<file path="src/rtl/cgpm_pkg.sv">
package cgpm_pkg;
  // A source code below the PLL count names a PLL; anything else is the reference.
  function automatic logic src_is_pll(input int unsigned code, input int unsigned npll);
    return code < npll;
  endfunction
endpackage

</file>
<file path="src/rtl/cgpm_mask_check.sv">
module cgpm_mask_check #(
  parameter int NOUT = 6,
  parameter int NPLL = 3,
  parameter int SRCW = 2
) (
  input  logic [NOUT-1:0]      out_mask,
  input  logic [NPLL-1:0]      pll_mask,
  input  logic [NOUT*SRCW-1:0] src_map,
  output logic [NOUT-1:0]      eff_mask,
  output logic                 dep_err
);
  import cgpm_pkg::*;

  logic [NOUT-1:0] forced;

  always_comb begin
    for (int o = 0; o < NOUT; o++) begin
      logic [SRCW-1:0] s;
      s = src_map[o*SRCW +: SRCW];
      forced[o] = 1'b0;
      for (int p = 0; p < NPLL; p++)
        if (src_is_pll(int'(s), NPLL) && int'(s) == p && pll_mask[p]) forced[o] = 1'b1;
    end
    eff_mask = out_mask | forced;
    dep_err  = |(forced & ~out_mask);
  end
endmodule

</file>
<file path="src/rtl/cgpm_lock_timer.sv">
module cgpm_lock_timer #(
  parameter int LOCK = 1000
) (
  input  logic clk,
  input  logic rst,
  input  logic en,
  output logic ready,
  output logic locking
);
  localparam int CW = $clog2(LOCK + 1);

  logic [CW-1:0] cnt;

  always_ff @(posedge clk) begin
    if (rst || !en) cnt <= CW'(LOCK);
    else if (cnt != '0) cnt <= cnt - 1'b1;
  end

  assign ready   = en && (cnt == '0);
  assign locking = en && (cnt != '0);

  AST_RELOCK_START: assert property (@(posedge clk) disable iff (rst)
    $rose(en) |-> locking);
  AST_READY_NEEDS_WAIT: assert property (@(posedge clk) disable iff (rst)
    (ready && $past(!en)) |-> 1'b0);
endmodule

</file>
<file path="src/rtl/cgpm_out_gate.sv">
module cgpm_out_gate (
  input  logic clk,
  input  logic rst,
  input  logic want,
  input  logic lvl,
  input  logic src_run,
  output logic en,
  output logic pad
);
  logic en_q;

  always_ff @(posedge clk) begin
    if (rst) en_q <= 1'b0;
    else if (want && !lvl) en_q <= 1'b1;
    else if (!want && (!lvl || !src_run)) en_q <= 1'b0;
  end

  assign en  = en_q;
  assign pad = en_q & lvl;

  AST_RISE_LOW_PHASE: assert property (@(posedge clk) disable iff (rst)
    $rose(en_q) |-> $past(!lvl));
  AST_FALL_LOW_OR_STOPPED: assert property (@(posedge clk) disable iff (rst)
    $fell(en_q) |-> $past(!lvl || !src_run));
endmodule

</file>
<file path="src/rtl/clkgen_pwr_ctrl.sv">
module clkgen_pwr_ctrl #(
  parameter int NOUT     = 6,
  parameter int NPLL     = 3,
  parameter int CPU_PLL  = 0,
  parameter int LOCK_CPU = 5000000,
  parameter int LOCK_OTH = 100000,
  parameter int SRCW     = $clog2(NPLL + 1)
) (
  input  logic                 clk,
  input  logic                 rst,
  input  logic                 oe_sd_n,
  input  logic                 susp_n,
  input  logic                 cfg_full_sd,
  input  logic [NOUT-1:0]      cfg_out_susp,
  input  logic [NPLL-1:0]      cfg_pll_susp,
  input  logic [NOUT*SRCW-1:0] cfg_out_src,
  input  logic [NOUT-1:0]      out_clk,
  output logic [NOUT-1:0]      out_en,
  output logic [NOUT-1:0]      pad_val,
  output logic [NPLL-1:0]      pll_en,
  output logic                 osc_en,
  output logic [NPLL-1:0]      pll_locking,
  output logic                 cfg_err
);
  import cgpm_pkg::*;

  logic            full_down;
  logic            susp_act;
  logic [NOUT-1:0] eff_mask;
  logic            dep_err;
  logic [NPLL-1:0] pll_ready;
  logic [NOUT-1:0] src_ready, src_run, want;

  assign full_down = !oe_sd_n && cfg_full_sd;
  assign susp_act  = !susp_n;

  cgpm_mask_check #(.NOUT(NOUT), .NPLL(NPLL), .SRCW(SRCW)) u_mask (
    .out_mask(cfg_out_susp), .pll_mask(cfg_pll_susp), .src_map(cfg_out_src),
    .eff_mask(eff_mask), .dep_err(dep_err));

  always_ff @(posedge clk) begin
    if (rst) begin
      pll_en  <= '0;
      osc_en  <= 1'b0;
      cfg_err <= 1'b0;
    end else begin
      osc_en  <= !full_down;
      pll_en  <= {NPLL{!full_down}} & ~({NPLL{susp_act}} & cfg_pll_susp);
      cfg_err <= dep_err;
    end
  end

  for (genvar p = 0; p < NPLL; p++) begin : g_lock
    localparam int LK = (p == CPU_PLL) ? LOCK_CPU : LOCK_OTH;
    cgpm_lock_timer #(.LOCK(LK)) u_lock (
      .clk(clk), .rst(rst), .en(pll_en[p]),
      .ready(pll_ready[p]), .locking(pll_locking[p]));
  end

  always_comb begin
    for (int o = 0; o < NOUT; o++) begin
      logic [SRCW-1:0] s;
      s = cfg_out_src[o*SRCW +: SRCW];
      src_ready[o] = osc_en;
      src_run[o]   = osc_en;
      for (int p = 0; p < NPLL; p++)
        if (src_is_pll(int'(s), NPLL) && int'(s) == p) begin
          src_ready[o] = pll_ready[p];
          src_run[o]   = pll_en[p];
        end
      want[o] = oe_sd_n && !(susp_act && eff_mask[o]) && src_ready[o];
    end
  end

  for (genvar o = 0; o < NOUT; o++) begin : g_out
    cgpm_out_gate u_gate (
      .clk(clk), .rst(rst), .want(want[o]), .lvl(out_clk[o]),
      .src_run(src_run[o]), .en(out_en[o]), .pad(pad_val[o]));
  end

  AST_FULL_SD_STOPS: assert property (@(posedge clk) disable iff (rst)
    (!oe_sd_n && cfg_full_sd) |=> (!osc_en && pll_en == '0));
  AST_SUSP_PLL_OFF: assert property (@(posedge clk) disable iff (rst)
    !susp_n |=> ((pll_en & $past(cfg_pll_susp)) == '0));
  AST_OE_ONLY_KEEPS_OSC: assert property (@(posedge clk) disable iff (rst)
    (!oe_sd_n && !cfg_full_sd) |=> osc_en);
endmodule

</file>
<file path="config.mk">
export PLATFORM = sky130hd
export DESIGN_NAME = clkgen_pwr_ctrl
export DESIGN_NICKNAME = d
export VERILOG_FILES = /design/src/rtl/cgpm_pkg.sv /design/src/rtl/cgpm_mask_check.sv /design/src/rtl/cgpm_lock_timer.sv /design/src/rtl/cgpm_out_gate.sv /design/src/rtl/clkgen_pwr_ctrl.sv
export SDC_FILE = /design/constraint.sdc
export NUM_CORES = 1
export LEC_CHECK = 0
export BUFFER_PORTS_ARGS = -buffer_cell sky130_fd_sc_hd__buf_2
export CAP_MARGIN = 25
export CORE_MARGIN = 2
export CORE_UTILIZATION = 53
export CTS_CLUSTER_DIAMETER = 80
export CTS_CLUSTER_SIZE = 16
export DETAILED_ROUTE_END_ITERATION = 16
export GPL_TIMING_DRIVEN = 1
export HOLD_SLACK_MARGIN = 0.05
export PLACE_DENSITY = 0.82
export SYNTH_ARGS = -nofsm -noshare
export SYNTH_HDL_FRONTEND = slang
export SYNTH_SLANG_ARGS = --single-unit
</file>
<file path="constraint.sdc">
create_clock -name clk -period 2.2 [get_ports clk]
set_input_delay 0.44 -clock clk [delete_from_list [all_inputs] [get_ports clk]]
set_output_delay 0.44 -clock clk [all_outputs]
set_load 0.02 [all_outputs]
</file>
After elaboration in Yosys (flattened, before gate mapping)
Index checks and enable logic that the tools add are counted.
{"block": "word_totals", "register_bits": 68, "in_bits": 32, "out_inout_bits": 20, "elab_cells": 242}
{"block": "classes", "addsub": 3, "order_cmp": 6, "n_eq_ne": 12, "mux": 66, "bitwise_logic": 12, "reduce_logical": 131}
{"cell": "1-bit logical AND", "count": 73}
{"cell": "1-bit 2-to-1 mux", "count": 66}
{"cell": "17-bit logical NOT", "count": 2}
{"cell": "17-bit nonzero test", "count": 2}
{"cell": "17-bit by 1-bit subtractor with 17-bit output, second input constant", "count": 2}
{"cell": "1-bit logical NOT", "count": 30}
{"cell": "2-bit == test, second input constant", "count": 12}
{"cell": "23-bit logical NOT", "count": 1}
{"cell": "23-bit nonzero test", "count": 1}
{"cell": "23-bit by 1-bit subtractor with 23-bit output, second input constant", "count": 1}
{"cell": "2-bit logical NOT", "count": 6}
{"cell": "2-bit < comparator, second input constant", "count": 6}
{"cell": "2-bit nonzero test", "count": 6}
{"cell": "1-bit logical OR", "count": 9}
{"cell": "1-bit AND", "count": 6}
{"cell": "3-bit AND", "count": 2}
{"cell": "6-bit AND", "count": 1}
{"cell": "6-bit inverter", "count": 1}
{"cell": "6-bit OR", "count": 1}
{"cell": "6-bit OR reduction", "count": 1}
{"cell": "3-bit inverter", "count": 1}

Logic depth before layout (Yosys ltp)
{"block": "depth", "depth_word": 15, "mapped_depth": 9}

Cells and area by module
Synthesis repeated with hierarchy kept, for this count alone.
{"block": "hier_totals", "hier_cells": 456, "area_unflattened_um2": 4097.7}
{"module": "cgpm_lock_timer (g_lock[1].u_lock ...)", "n_inst": 2, "cells_per_inst": 103, "area_per_inst_um2": 900.9, "seq_area_each_um2": 340.3}
{"module": "cgpm_lock_timer (g_lock[0].u_lock)", "n_inst": 1, "cells_per_inst": 145, "area_per_inst_um2": 1216.2, "seq_area_each_um2": 460.4}
{"module": "clkgen_pwr_ctrl", "n_inst": 1, "cells_per_inst": 37, "area_per_inst_um2": 546.8, "seq_area_each_um2": 100.1}
{"module": "cgpm_out_gate", "n_inst": 6, "cells_per_inst": 5, "area_per_inst_um2": 48.8, "seq_area_each_um2": 20.0}
{"module": "cgpm_mask_check", "n_inst": 1, "cells_per_inst": 38, "area_per_inst_um2": 240.2, "seq_area_each_um2": 0.0}

Worst setup path after synthesis
OpenSTA, ideal clock, no wires.
{"block": "synth_path", "path_type": "register to output", "start": "register g_lock[0].u_lock.cnt[0]", "end": "output pll_locking[0]", "arrival_time_ps": 1768, "required_time_ps": 1760, "slack_ps": -8, "stages_incl_launch_ff": 10, "path_cell_list": "dfxtp_1 -> inv_1 -> ha_1 -> nor4b_1 -> and4_1 -> buf_4 -> buf_4 -> nand2_2 -> and2_1 -> buf_4"}
{"block": "synth_between", "elab_chain_cells": 2}
{"item": "from (decl)", "line": "cgpm_lock_timer.sv:12", "text": "logic [CW-1:0] cnt;"}
{"item": "from (signal assigned)", "line": "cgpm_lock_timer.sv:15", "text": "if (rst || !en) cnt <= CW'(LOCK);"}
{"item": "from (signal assigned)", "line": "cgpm_lock_timer.sv:16", "text": "else if (cnt != '0) cnt <= cnt - 1'b1;"}
{"item": "23-bit nonzero test", "line": "cgpm_lock_timer.sv:20", "text": "assign locking = en && (cnt != '0);"}
{"item": "1-bit logical AND", "line": "cgpm_lock_timer.sv:20"}
{"item": "to (decl)", "line": "clkgen_pwr_ctrl.sv:22", "text": "output logic [NPLL-1:0] pll_locking,"}
Every way passes these cells.

Worst setup path after layout
{"block": "layout_path", "start": "register g_lock[0].u_lock.cnt[2]", "end": "output pll_locking[0]"}
Same word-level chain as after synthesis.

==> metrics.md <==
| Metric | Value |
|---|---|
| Ant. Diodes | `0` |
| #FFs+latches synth | `between 60 and 70` |
| Commonest cells after routing, fill and taps aside | `dfxtp_1 (66), nor2_1 (51), buf_2 (50)` |
| Worst slew pin tran | `712.8 ps` |
| Number of standard cells in the final layout excluding fillers | `around 650` |
| Crit path buffers/inverters | `1` |
| Drt pass-1 iters | `5` |
| Final global-route overflow total | `0` |
| RSZ-0062 raised after global routing | `true` |
| Final worst path period need | `2180 ps` |
| Core Rows | `32` |
| # IOs | `52` |
| DIE AREA | `8550 um^2` |
| CTS tree | `done` |
| Clock Tree Root | `clkbuf_8` |
| Dpl cells | `619` |
| Initial antenna violation count | `0` |
| Crit path DAT | `approximately 1700 ps` |
| GR Util All Layers | `25.07%` |
| Initial DRC count | `between 200 and 300` |
| Max transition margin | `between 50 and 60%` |
| Slowest stage delay, CP | `between 400 and 500 ps` |
| Post-synth EDFFs | `0` |
| Die Ht | `a little over 90 um` |
| Avg Inst Size Synth | `between 8 and 9 um^2` |
| Setup WS pre-CTS | `approximately 27 ps` |
| Max clock buf depth | `2` |
| Cell taking the most area after synthesis | `dfxtp_1` |
| Final core occ | `a little over three fifths` |
| Largest net degree at the start of global routing | `18` |
| DR vias | `3920` |
| Clk_skew | `between 10 and 15 ps` |
| Leak pwr | `~0.0018 uW` |
| Post-synth ARST share | `0%` |
| Inserted Clock Buffers | `9` |
| Critical path peak fanout | `7` |
| Max H-tree Level | `3` |
| Hold crit path type | `in -> reg` |
| Via density per instance | `about 6.1` |
| CTS Hold Bufs | `0` |
| R2R depth | `9` |
| Buffers on Ports | `51` |
| Register area share after synthesis | `around a third` |
| WS Path Type | `reg -> out` |
| PD cells | `approximately 640 nW/um^2` |
| Final setup margin | `approximately 20 ps` |
| Family with the most delay on the worst path | `simple AND/OR/NAND/NOR gates` |
| Min Hold Slack | `333.3 ps` |
| Register cell area after layout | `~1400 um^2` |
| Worst-path cell chain | `nor4b_4 > and4_4 > nand2_4 > and2_4 > buf_6` |
| RePlAce Congestion | `about 0.88` |
| Initial core utilization | `54.24%` |
| Max-cap viol count | `0` |
| HPWL Detailed | `7291 um` |
| FILL cells | `~640` |
| Main area contributors after synthesis | `dfxtp_1 (33%), xnor2_1 (4.6%), nor2_1 (4.6%), buf_4 (3.6%), xor2_1 (3.6%)` |
| Top FF cell, synth | `dfxtp_1` |
| Synth unique cells | `62` |
| Area of the multi-input gates | `approximately 2600 um^2` |
| Post-DRT Antenna Nets | `0` |
| First-pass GRT wire length | `17130 um` |
| Fmax | `about 0.46 GHz` |
| Hold Path Depth | `2` |
| Final hold vios | `0` |
| Final Cell Area | `4807 um^2` |
| Fin crit share | `between 90% and 100%` |
| Area Growth Syn to Fin | `15.90%` |
| Post-Route WL | `10870 um` |
| CP endpoint kind | `output port` |
| Max VDD drop | `about 0.38 mV` |
| CORE AREA | `7647 um^2` |
| FF-to-FF End | `g_lock[0].u_lock.cnt[16]` |
| CP max-delay cell | `dfxtp_1` |
| Final Setup Violations | `0` |
| Commonest non-fill, non-tap cell in the layout | `dfxtp_1` |
| Vias in the first global route | `3706` |
| Sink Count | `between 60 and 70` |
| Mapped Nets | `between 500 and 600` |
| Drt drc | `0` |
| Layout Nets | `approximately 580` |
| Reg2reg start | `g_lock[0].u_lock.cnt[1]` |
| Hold Crit Endpoint | `pll_en[2]` |
| Clk_lat worst skew | `360 ps` |
| Yosys top cell area share | `around a third` |
| Critical Path RT | `1760 ps` |
| Final Max Slew Viols | `0` |
| Share of cells above drive strength 1 | `22.65%` |
| Reg2Reg Setup Slack | `roughly 90 ps` |
| Startpoint types | `flip-flop` |
| Die width | `around 92 um` |
| Area after DPL | `about 4400 um^2` |
| Warnings from Yosys | `0` |
| WL per Instance | `16.85 um` |
| Netlist Area Pre-Place | `~4100 um^2` |
| Status | `complete, no violations` |
| Hold_sp | `cfg_pll_susp[2]` |
| Synth Instances | `around 500` |
| Clock transition at path regs | `~80 ps` |
state kept, by name, indices dropped and copies added (netlist names):
name               cells
g_lock.u_lock.cnt     57
pll_en                 3
cfg_err                1
g_out.u_gate.en        6
osc_en                 1
worst register-to-register path, cell delays in order, from the launching register on:
cell     delay (ps)
dfxtp_2         340
inv_2            80
buf_4           110
buf_4            90
ha_1            190
nor3b_1         380
nand4_1         270
nor4_1          310
xnor2_1         160
nor2_1           50
cells in the mapped netlist, types with 3 or more instances:
cell type   n
dfxtp_1    68
nor2_1     51
nand2_1    36
xnor2_1    22
buf_4      20
nand3_1    19
nor3_1     19
inv_1      18
a21oi_1    17
xor2_1     17
clkbuf_1   16
nor4_1     16
nand2b_1   14
nand4_1    12
mux2i_1    11
o21ai_0    10
a211oi_1    9
and2_1      9
a211o_1     7
o2111ai_1   7
o22ai_1     7
or4_1       7
ha_1        6
nand3b_1    6
o31ai_1     5
mux4_2      4
o211ai_1    4
or3_1       4
a31oi_1     3
and3_1      3
mux2_2      3
nand4b_1    3
nor2b_1     3
nor3_2      3
nor4b_1     3
layout make-up:
| type | instances | area share [%] |
|---|---|---|
| Clock buffer | 11 | 3.149 |
| Clock inverter | 5 | 2.212 |
| Timing Repair Buffer | 70 | 8.407 |
| Sequential cell | 68 | 28.37 |
| Multi-Input combinational cell | 370 | 53.72 |
| Inverter | 19 | 1.484 |
| Tap cell | 102 | 2.655 |
routing by layer:
layer  GRT usage [%]  routed length (um)  up-vias
met5               0                   0        -
met4           10.70                 227        0
met3           5.533                 814       27
met2           41.42                5144      183
met1           31.51                4681     1834
li1                -                   -     1876
metrics by stage:
stage	setup TNS [ps]	total power [uW]
6_report	0	3072
5_1_grt	-85.34	3180
4_1_cts	0	3070
3_5_place_dp	0	1736
3_3_place_gp	0	1723
2_1_floorplan	0	1622
worst max path at each step:
stage	cells past startpoint	endpoint	from	slack, ps
2_1_floorplan	9	pll_locking[0]	g_lock[0].u_lock.cnt[0]	70
3_3_place_gp	7	g_lock[0].u_lock.cnt[15]	g_lock[0].u_lock.cnt[0]	80
3_5_place_dp	7	g_lock[0].u_lock.cnt[17]	g_lock[0].u_lock.cnt[0]	30
4_1_cts	7	pll_locking[0]	g_lock[0].u_lock.cnt[1]	0.4
5_1_grt	7	pll_locking[0]	g_lock[0].u_lock.cnt[1]	-40
6_report	5	pll_locking[0]	g_lock[0].u_lock.cnt[2]	20
where the power goes:
group / internal [uW] / total, uW / switching (uW)
registers: 1260 / 1320 / 55.1
clock network: 819 / 1330 / 514
logic: 182 / 422 / 240
kinds of logic (layout without fill, tap and decap cells):
logic type / after synthesis / count (layout) / share of synthesized area, %
compound gates: 87 / 87 / 14.99
xor+xnor: 39 / 39 / 8.235
fa+ha+maj: 6 / 6 / 1.810
buf+inv: 60 / 105 / 7.481
flops: 68 / 68 / 32.82
mux: 18 / 18 / 5.641
simple gates: 220 / 220 / 29.02
repair_timing:
item	CTS	global route
endpoints found under the setup margin	2	3
pin swaps	1	2
gates cloned	0	0
buffers inserted	4	6
resized for setup	18	8
Power figures use the tool's default switching activity.
